==> src/rtl/extint_pkg.sv <==
`timescale 1ns/1ps
package extint_pkg;

    // Register layout: bit3 input enable, bit2 polarity, bit1 both-edge, bit0 timer link
    typedef struct packed {
        logic in_en;
        logic pol_hi;
        logic both;
        logic tsync;
    } cfg_t;

    localparam int CFG_W = $bits(cfg_t);

    localparam cfg_t CFG_RESET = '{in_en: 1'b0, pol_hi: 1'b0, both: 1'b0, tsync: 1'b0};

    typedef struct packed {
        logic set;
        logic start;
    } evt_t;

    // Active level after polarity, forced low when disabled
    function automatic logic active_of(input cfg_t c, input logic s);
        if (!c.in_en) return 1'b0;
        return c.pol_hi ? s : ~s;
    endfunction

    // Edge decision between previous and current active value
    function automatic logic edge_of(input cfg_t c, input logic prev, input logic cur);
        return c.both ? (prev ^ cur) : (cur & ~prev);
    endfunction

endpackage

==> src/rtl/extint_sync.sv <==
`timescale 1ns/1ps
module extint_sync #(
    parameter int STAGES = 2
) (
    input  logic clk,
    input  logic rst,
    input  logic d_i,
    output logic q_o
);
    logic [STAGES-1:0] chain;

    generate
        if (STAGES == 1) begin : g_single
            always_ff @(posedge clk) begin
                if (rst) chain <= '0;
                else     chain <= d_i;
            end
        end else begin : g_multi
            always_ff @(posedge clk) begin
                if (rst) chain <= '0;
                else     chain <= {chain[STAGES-2:0], d_i};
            end
        end
    endgenerate

    assign q_o = chain[STAGES-1];
endmodule

==> src/rtl/extint_cfg_reg.sv <==
`timescale 1ns/1ps
module extint_cfg_reg
    import extint_pkg::*;
(
    input  logic             clk,
    input  logic             rst,
    input  logic             wr_en_i,
    input  logic [CFG_W-1:0] wr_data_i,
    output cfg_t             cfg_o
);
    cfg_t cfg_q;

    // Only reset clears the register; it is otherwise retained
    always_ff @(posedge clk) begin
        if (rst)          cfg_q <= CFG_RESET;
        else if (wr_en_i) cfg_q <= cfg_t'(wr_data_i);
    end

    assign cfg_o = cfg_q;
endmodule

==> src/rtl/extint_edge_flag.sv <==
`timescale 1ns/1ps
module extint_edge_flag
    import extint_pkg::*;
(
    input  logic clk,
    input  logic rst,
    input  cfg_t cfg_i,
    input  logic pin_s_i,
    input  logic clr_i,
    output logic flag_o,
    output logic start_o,
    output logic level_o
);
    logic act;
    logic act_q;
    evt_t evt;
    logic flag_q;
    logic start_q;

    // Polarity and enable are applied before the edge compare, so a
    // configuration change can itself look like an edge.
    assign act       = active_of(cfg_i, pin_s_i);
    assign evt.set   = edge_of(cfg_i, act_q, act);
    assign evt.start = evt.set & cfg_i.tsync;

    always_ff @(posedge clk) begin
        if (rst) begin
            act_q   <= 1'b0;
            flag_q  <= 1'b0;
            start_q <= 1'b0;
        end else begin
            act_q   <= act;
            start_q <= evt.start;
            if (evt.set)    flag_q <= 1'b1;
            else if (clr_i) flag_q <= 1'b0;
        end
    end

    assign flag_o  = flag_q;
    assign start_o = start_q;
    assign level_o = act;
endmodule

==> src/rtl/extint_detect.sv <==
`timescale 1ns/1ps
module extint_detect
    import extint_pkg::*;
#(
    parameter int SYNC_STAGES = 2
) (
    input  logic             clk,
    input  logic             rst,
    input  logic             pin_i,
    input  logic             wr_en_i,
    input  logic [CFG_W-1:0] wr_data_i,
    output logic [CFG_W-1:0] rd_data_o,
    input  logic             flag_clr_i,
    output logic             irq_flag_o,
    output logic             level_hit_o,
    output logic             tmr_start_o
);
    cfg_t cfg;
    logic pin_s;

    extint_sync #(.STAGES(SYNC_STAGES)) u_sync (
        .clk (clk),
        .rst (rst),
        .d_i (pin_i),
        .q_o (pin_s)
    );

    extint_cfg_reg u_cfg (
        .clk       (clk),
        .rst       (rst),
        .wr_en_i   (wr_en_i),
        .wr_data_i (wr_data_i),
        .cfg_o     (cfg)
    );

    extint_edge_flag u_det (
        .clk     (clk),
        .rst     (rst),
        .cfg_i   (cfg),
        .pin_s_i (pin_s),
        .clr_i   (flag_clr_i),
        .flag_o  (irq_flag_o),
        .start_o (tmr_start_o),
        .level_o (level_hit_o)
    );

    assign rd_data_o = cfg;
endmodule

==> config.mk <==
export PLATFORM = sky130hd
export DESIGN_NAME = extint_detect
export DESIGN_NICKNAME = d
export VERILOG_FILES = /design/src/rtl/extint_pkg.sv /design/src/rtl/extint_sync.sv /design/src/rtl/extint_cfg_reg.sv /design/src/rtl/extint_edge_flag.sv /design/src/rtl/extint_detect.sv
export SDC_FILE = /design/constraint.sdc
export NUM_CORES = 1
export LEC_CHECK = 0
export ABC_AREA = 1
export BUFFER_PORTS_ARGS = -buffer_cell sky130_fd_sc_hd__buf_4
export CAP_MARGIN = 10
export CORE_AREA = 2 2 39 41
export CTS_CLUSTER_DIAMETER = 150
export DETAILED_ROUTE_END_ITERATION = 6
export DIE_AREA = 0 0 41 43
export PLACE_DENSITY_LB_ADDON = 0.25
export SYNTH_ARGS = -nofsm -noshare
export SYNTH_HDL_FRONTEND = slang
export SYNTH_HIERARCHICAL = 1
export SYNTH_SLANG_ARGS = --single-unit
==> constraint.sdc <==
create_clock -name clk -period 2.2 [get_ports clk]
set_input_delay 0.33 -clock clk [delete_from_list [all_inputs] [get_ports clk]]
set_output_delay 0.33 -clock clk [all_outputs]
set_load 0.1 [all_outputs]
* Word-level counts from Yosys, hierarchy flattened
Index checks and enable logic that the tools add are counted. Widths: inputs -> output; s select.
Operators by class: $add $sub $neg 0, multipliers 0, div/mod/pow operators 0, magnitude comparators 0, eq/ne operators 0, shift operators 0, multiplexer cells 5, bitwise logic cells 5, reduce and logical (&&, ||, !) cells 1
Operator list (number):
- $mux 1 | 5
- $and 1x1->1 | 2
- $not 1->1 | 2
- $reduce_bool 2->1 | 1
- $xor 1x1->1 | 1
Storage, ports and cells: register bits after elaboration 9, bits in latches 0, bits in writable memories 0, memory bits (read-only) 0, logic and storage cells 19, memories 0

* Depth between registers and ports, before layout
Gate-level depths: netlist of the first run.
word-level depth 6, depth in mapped cells 9, gate-level depth less buffers 9

* Hierarchy
The synthesis of the first run kept the hierarchy.
Modules (own cells, without submodules):
- extint_cfg_reg | times used 1, cells each 26, area each 172.7 um^2, seq. area each 80.1 um^2
- extint_edge_flag | times used 1, cells each 22, area each 161.4 um^2, seq. area each 60.1 um^2
- extint_sync | times used 1, cells each 6, area each 55.1 um^2, seq. area each 40.0 um^2

* Least setup slack after synthesis of the first run
No wires, ideal clock.
kind reg2reg, start reg u_cfg.cfg_q (netlist bit u_cfg/cfg_o[2]), end reg u_det.start_q, in the netlist u_det/start_o, arrival time 2.463 ns, setup slack -0.326 ns, stages on the path, launching flop included 9, clock period less this slack 2.526 ns, path through dfxtp_1 -> inv_1 -> nand2_1 -> nand3_2 -> inv_1 -> ha_1 -> nand2_1 -> nand3_2 -> nor2_2
On the way: cells in the longest elaborated chain, start to end 5, elaborated cells between the ends (all ways) 6, classes of those cells 3 x mux; 3 x bitwise
Ends and longest elaborated chain:
- from (decl) | RTL line extint_cfg_reg.sv:11 | cfg_t cfg_q;
- from (signal assigned) | RTL line extint_cfg_reg.sv:16 | else if (wr_en_i) cfg_q <= cfg_t'(wr_data_i);
- $mux 1 (*) (2 in a row) | RTL line extint_pkg.sv:24 | return c.pol_hi ? s : ~s;
- named net level_hit_o | RTL line extint_detect.sv:15 | output logic level_hit_o,
- $and 1x1->1 / $xor 1x1->1 (equally long branches) | RTL line extint_pkg.sv:29 | return c.both ? (prev ^ cur) : (cur & ~prev);
- $mux 1 (*) | RTL line extint_pkg.sv:29
- $and 1x1->1 (*) | RTL line extint_edge_flag.sv:24 | assign evt.start = evt.set & cfg_i.tsync;
- to (signal assigned) | RTL line extint_edge_flag.sv:33 | start_q <= evt.start;
- to (decl) | RTL line extint_edge_flag.sv:18 | logic start_q;
Mark *: on every way through the listed nets, which the timed path passes. The rest lies on a longest branch. A chain may end at the register's enable or synchronous reset.

* Worst setup path after layout of the first run
start reg u_cfg.cfg_q (netlist bit u_cfg/cfg_o[2]), end out level_hit_o
On the way: cells in the longest elaborated chain, start to end 2
Ends and longest elaborated chain (RTL line):
- $mux 1 (2 in a row) | extint_pkg.sv:24
- to (decl) | extint_detect.sv:15
Every way passes these cells.

==> impl_metrics.tcl, run 1 <==
set metrics [dict create \
    unrepaired_setup_endpoints_after_global_routing "no" \
    p_int_mw 0.274 \
    category_of_the_critical_setup_timing_path "reg2out" \
    placement.io_buffers 15 \
    design.final.nets 83 \
    globalRouteTotalUtil_pct 9.49 \
    post_synthesis_compound_gate_area_fraction_pct 0 \
    postCtsSetupRepairBufs 0 \
    timing.final.max_slew_violations 0 \
    share_clk_of_total_power_pct 29.1 \
    clkLatencyLatePin_ps 250 \
    yosys.area_share.simple_pct 33.1 \
    layout.cells.most_common_list "sky130_fd_sc_hd__buf_4 (15), sky130_fd_sc_hd__inv_1 (14), sky130_fd_sc_hd__nand2_1 (13)" \
    synthesis.instances 54 \
    clock_sinks 9 \
    p_leak_nw 0.298 \
    min_tclk_post_route_ps 1480 \
    drt_first_iter_violations 2 \
    worst_case_headroom_to_the_max_slew_limit_pct 81.6 \
    timing.final.hold_violations 0 \
    comb_power_share_pct 28.0 \
    min_period_over_period_pct 67.5 \
    die_area_um2 1760 \
    finalSetupViolCount 0 \
    run_status "complete, no violations" \
    route.detailed.drc 0 \
    first_global_vias 278 \
    area_growth_pct 38.6 \
    cp.required_ps 1870 \
    place_inst 84 \
    number_of_search_and_repair_iterations_in_the_first_detailed_routing_pass 2 \
    ant_nets 0 \
    critPathCaptureType "primary output" \
    syn_avg_cell_area_um2 7.21 \
    grt_start_max_net_pins 9 \
    setup_total_negative_slack_ps 0 \
    post_route_cells_drive_above_1_share_pct 36.1 \
    place_hpwl_um 536 \
    grt_use_met1_pct 11.8 \
    p_sw_share_pct 34.6 \
    fin_ws_ps 716 \
    drv_cap 0 \
    clk_transition_reported_paths_ps 60 \
    grt_pass1_wl_um 1090 \
    max-clock-path-buffers 2 \
    synth_fp_nets 64 \
    post_dp_cell_area_um2 513 \
    row_count 14 \
    stdcell_count 88 \
    commonest_non_fill_non_tap_cell_in_the_layout "sky130_fd_sc_hd__buf_4" \
    vias_per_cell 3.74 \
    cts_htree_levels 1 \
    post_synthesis_register_bit_count 9 \
    syn_area_um2 389 \
    detailroute.via_count 329 \
    grt.met3_usage_pct 1.57 \
    worst_hold_path_type "in2reg" \
    muxShareOfSynthArea_pct 0 \
    cp.arrival_ps 1150 \
    synth_fa_ha_area_share_pct 3.22 \
    io_pins 16 \
    wl_per_cell_um 7.36 \
    worst_ir_drop_vdd_mv 0.227 \
    synth-seq-area-share_pct 46.3 \
    final_area_um2 539 \
    dp_worst_setup_slack_ps 981 \
    global_route.usage.met2_pct 12.5 \
    cts_made_buffers 3 \
    busiest_layer "met2" \
    totalPowerFinal_mw 0.419 \
    fp.coreArea_um2 1380 \
    yosys.cell_types.count 10 \
    maxClockFrequency_mhz 674 \
    diodes 0 \
    antenna_found_initial 0 \
    die_h_um 43 \
    globalplace.congestion 0.636 \
    tritoncts "built" \
    die_x_um 41 \
    fin_worst_hold_slack_ps 271 \
    xor_and_xnor_area_share_after_synthesis_pct 0 \
    max_slew.worst_pin.slew_ps 278 \
    cp-start-kind "register" \
    power.net_switching_mw 0.145 \
    cts_hold_repair.buffers 0 \
    synth-warning-count 6 \
    ctsRootBufferMaster "sky130_fd_sc_hd__clkbuf_4" \
    fin_skew_ps 0.850 \
    crit_fanout 4 \
    powerDensity_nw_per_um2 777 \
    initial_core_util_pct 28.1 \
    wirelength_um 648 \
    seq_power_share_pct 42.9 \
    overflow 0 \
    end_of_flow_core_utilization_pct 39.0 \
    synth_top_family_by_area "simple AND/OR/NAND/NOR gates" \
    post_cts_resize_count 0 \
]
power by group through the flow:
stage	Sequential [mW]	Clock [mW]	Combinational, mW
3_5_place_dp	0.184	0	0.118
6_report	0.180	0.122	0.117
2_1_floorplan	0.236	0	0.0369
3_3_place_gp	0.183	0	0.118
5_1_grt	0.181	0.136	0.125
4_1_cts	0.180	0.130	0.118
per-layer routing:
layer  share of wire, %  up-vias
met5                  0        -
met2                 49        8
li1                   -      186
met3                6.0        0
met4                  0        0
met1                 45      135
state kept, by name, indices dropped and copies added, names as in the netlist:
register and flops:
u_cfg/cfg_o 4, u_sync/chain 2, u_det/act_q 1, u_det/flag_o 1, u_det/start_o 1
cell usage after synthesis, drive strengths merged:
| library cell | n | area [µm²] |
|---|---|---|
| nand3b | 1 | 7.51 |
| nand2 | 13 | 48.8 |
| dfxtp | 9 | 180 |
| nor2 | 12 | 52.6 |
| inv | 15 | 56.3 |
| buf | 1 | 11.3 |
| ha | 1 | 12.5 |
| nand3 | 2 | 20.0 |
kinds of logic after synthesis:
group | count (synthesis)
flops | 9
fa+ha+maj | 1
simple gates | 28
buf+inv | 16
cell type report:
type / instances / area [µm²]
clock buffers: 4 / 26.3
fillers: 157 / 845
inverters: 15 / 56.3
multi-input cells: 29 / 141
flip-flops and latches: 9 / 183
well taps: 16 / 20.0
repair buffers: 15 / 113
critical path, stage by stage (launching register included):
cell	delay [ps]
sky130_fd_sc_hd__dfxtp_2	350
sky130_fd_sc_hd__inv_1	40
sky130_fd_sc_hd__nand2_1	60
sky130_fd_sc_hd__nand3_2	90
sky130_fd_sc_hd__inv_1	80
sky130_fd_sc_hd__buf_4	290
final timing paths:
| path | startpoint | end | slack (ps) | cells after the start |
|---|---|---|---|---|
| worst max-delay path | u_cfg/cfg_o[2]$_SDFFE_PP0P_ | level_hit_o | 720 | 5 |
| worst min-delay path | rst | u_det/act_q$_SDFF_PP0_ | 270 | 2 |
| worst max register to register | u_cfg/cfg_o[2]$_SDFFE_PP0P_ | u_det/start_o$_SDFF_PP0_ | 1050 | 8 |
| worst min register to register | u_sync/chain[0]$_SDFF_PP0_ | u_sync/chain[1]$_SDFF_PP0_ | 410 | 2 |
Note: power is estimated with default switching activity, not from simulation.
==> run 2: changes to the inputs <==
- clock period: 2.2 -> 1.47 ns (I/O delays scaled with it)
==> impl_metrics.tcl, run 2 (synthesis gave the netlist of run 1 again) <==
set metrics [dict create \
    run_status "complete, no violations" \
    category_of_the_critical_setup_timing_path "reg2out" \
    place_hpwl_um 523 \
    grt_pass1_wl_um 966 \
    io_pins 16 \
    initial_core_util_pct 28.1 \
    p_leak_nw 0.292 \
    placement.io_buffers 15 \
    min_period_over_period_pct 93.3 \
    timing.final.max_slew_violations 0 \
    die_h_um 43 \
    wl_per_cell_um 7.27 \
    die_area_um2 1760 \
    worst_hold_path_type "in2reg" \
    post_route_cells_drive_above_1_share_pct 41.7 \
    worst_case_headroom_to_the_max_slew_limit_pct 81.5 \
    max_slew.worst_pin.slew_ps 280 \
    wirelength_um 640 \
    number_of_search_and_repair_iterations_in_the_first_detailed_routing_pass 4 \
    final_area_um2 567 \
    globalRouteTotalUtil_pct 8.56 \
    cp-start-kind "register" \
    cp.required_ps 1250 \
    stdcell_count 88 \
    fp.coreArea_um2 1380 \
    clock_sinks 9 \
    tritoncts "built" \
    setup_total_negative_slack_ps 0 \
    regArea_um2 185 \
    max-clock-path-buffers 2 \
    ant_nets 0 \
    maxClockFrequency_mhz 729 \
    layout.cells.most_common_list "sky130_fd_sc_hd__buf_4 (14), sky130_fd_sc_hd__inv_1 (13), sky130_fd_sc_hd__nand2_1 (11)" \
    totalPowerFinal_mw 0.639 \
    critPathCaptureType "primary output" \
    finalSetupViolCount 0 \
    min_tclk_post_route_ps 1370 \
    drv_cap 0 \
    fillCellCount 150 \
    clk_transition_reported_paths_ps 60 \
    cp.arrival_ps 1150 \
    worst_ir_drop_vdd_mv 0.502 \
    overflow 0 \
    powerDensity_nw_per_um2 1130 \
    cts_made_buffers 3 \
    area_of_combinational_cells_with_multiple_inputs_um2 159 \
    antenna_found_initial 0 \
    cts_htree_levels 1 \
    detailroute.via_count 327 \
    place_inst 84 \
    ctsRootBufferMaster "sky130_fd_sc_hd__clkbuf_4" \
    vias_per_cell 3.72 \
    row_count 14 \
    crit_fanout 4 \
    fin_skew_ps 3.16 \
    area_growth_pct 45.7 \
    first_global_vias 264 \
    largest_register_ffs 4 \
    route.detailed.drc 0 \
    drt_first_iter_violations 4 \
    design.final.nets 83 \
    unrepaired_setup_endpoints_after_global_routing "no" \
    globalplace.congestion 0.624 \
    grt_start_max_net_pins 9 \
    timing.final.hold_violations 0 \
    clkLatencyLatePin_ps 260 \
    diodes 0 \
    commonest_non_fill_non_tap_cell_in_the_layout "sky130_fd_sc_hd__buf_4" \
    die_x_um 41 \
    post_dp_cell_area_um2 537 \
]
-- run 2: worst max-delay path, stage by stage, from the launching register on --
cell and delay (ps):
sky130_fd_sc_hd__dfxtp_4 360, sky130_fd_sc_hd__inv_1 40, sky130_fd_sc_hd__nand2_1 60, sky130_fd_sc_hd__nand3_2 110, sky130_fd_sc_hd__clkinvlp_4 110, sky130_fd_sc_hd__buf_6 220
-- run 2: worst paths after layout --
| check | slack (ps) | startpoint | to | depth (start not counted) |
|---|---|---|---|---|
| worst max register to register | 260 | u_cfg/cfg_o[2]$_SDFFE_PP0P_ | u_det/flag_o$_SDFFE_PP0P_ | 8 |
| worst max-delay path | 100 | u_cfg/cfg_o[2]$_SDFFE_PP0P_ | level_hit_o | 5 |
| worst min-delay path | 160 | pin_i | u_sync/chain[0]$_SDFF_PP0_ | 3 |
| worst min register to register | 400 | u_sync/chain[0]$_SDFF_PP0_ | u_sync/chain[1]$_SDFF_PP0_ | 2 |
-- run 2: per-layer routing --
| layer | GRT usage (%) | share of wire, % | vias up |
|---|---|---|---|
| li1 | - | - | 187 |
| met1 | 10.1 | 44 | 132 |
| met2 | 11.3 | 51 | 8 |
| met3 | 1.57 | 4.2 | 0 |
| met4 | 10.0 | 0 | 0 |
| met5 | 0 | 0 | - |
-- run 2: final cells by class --
| type | instances | area share, % |
|---|---|---|
| sequential | 9 | 32.7 |
| multi-input combinational | 29 | 28.0 |
| timing repair buffer | 15 | 20.5 |
| inverter | 15 | 10.6 |
| clock buffer | 4 | 4.64 |
| tap | 16 | 3.53 |
-- run 2: what timing repair did --
item                                    in CTS  in global routing
endpoints found under the setup margin       0                  1
hold endpoints to repair                     0                  0
gates resized for setup                      0                  1
setup buffers                                0                  0
hold buffers                                 0                  0
-- run 2: metrics by stage --
step           hold slack, ps  setup WS [ps]  util, %
2_1_floorplan             287           -442        -
3_5_place_dp              395            265     38.8
6_report                  161           98.8     41.0
4_1_cts                   154           24.2     40.7
3_3_place_gp              390            291     38.8
5_1_grt                   157           46.8     41.0
-- run 2: power by group --
group	switching [mW]	total [mW]	internal (mW)
clock	0.0820	0.186	0.104
combinational	0.132	0.184	0.0515
sequential	0.00976	0.269	0.259
total	0.224	0.639	0.415
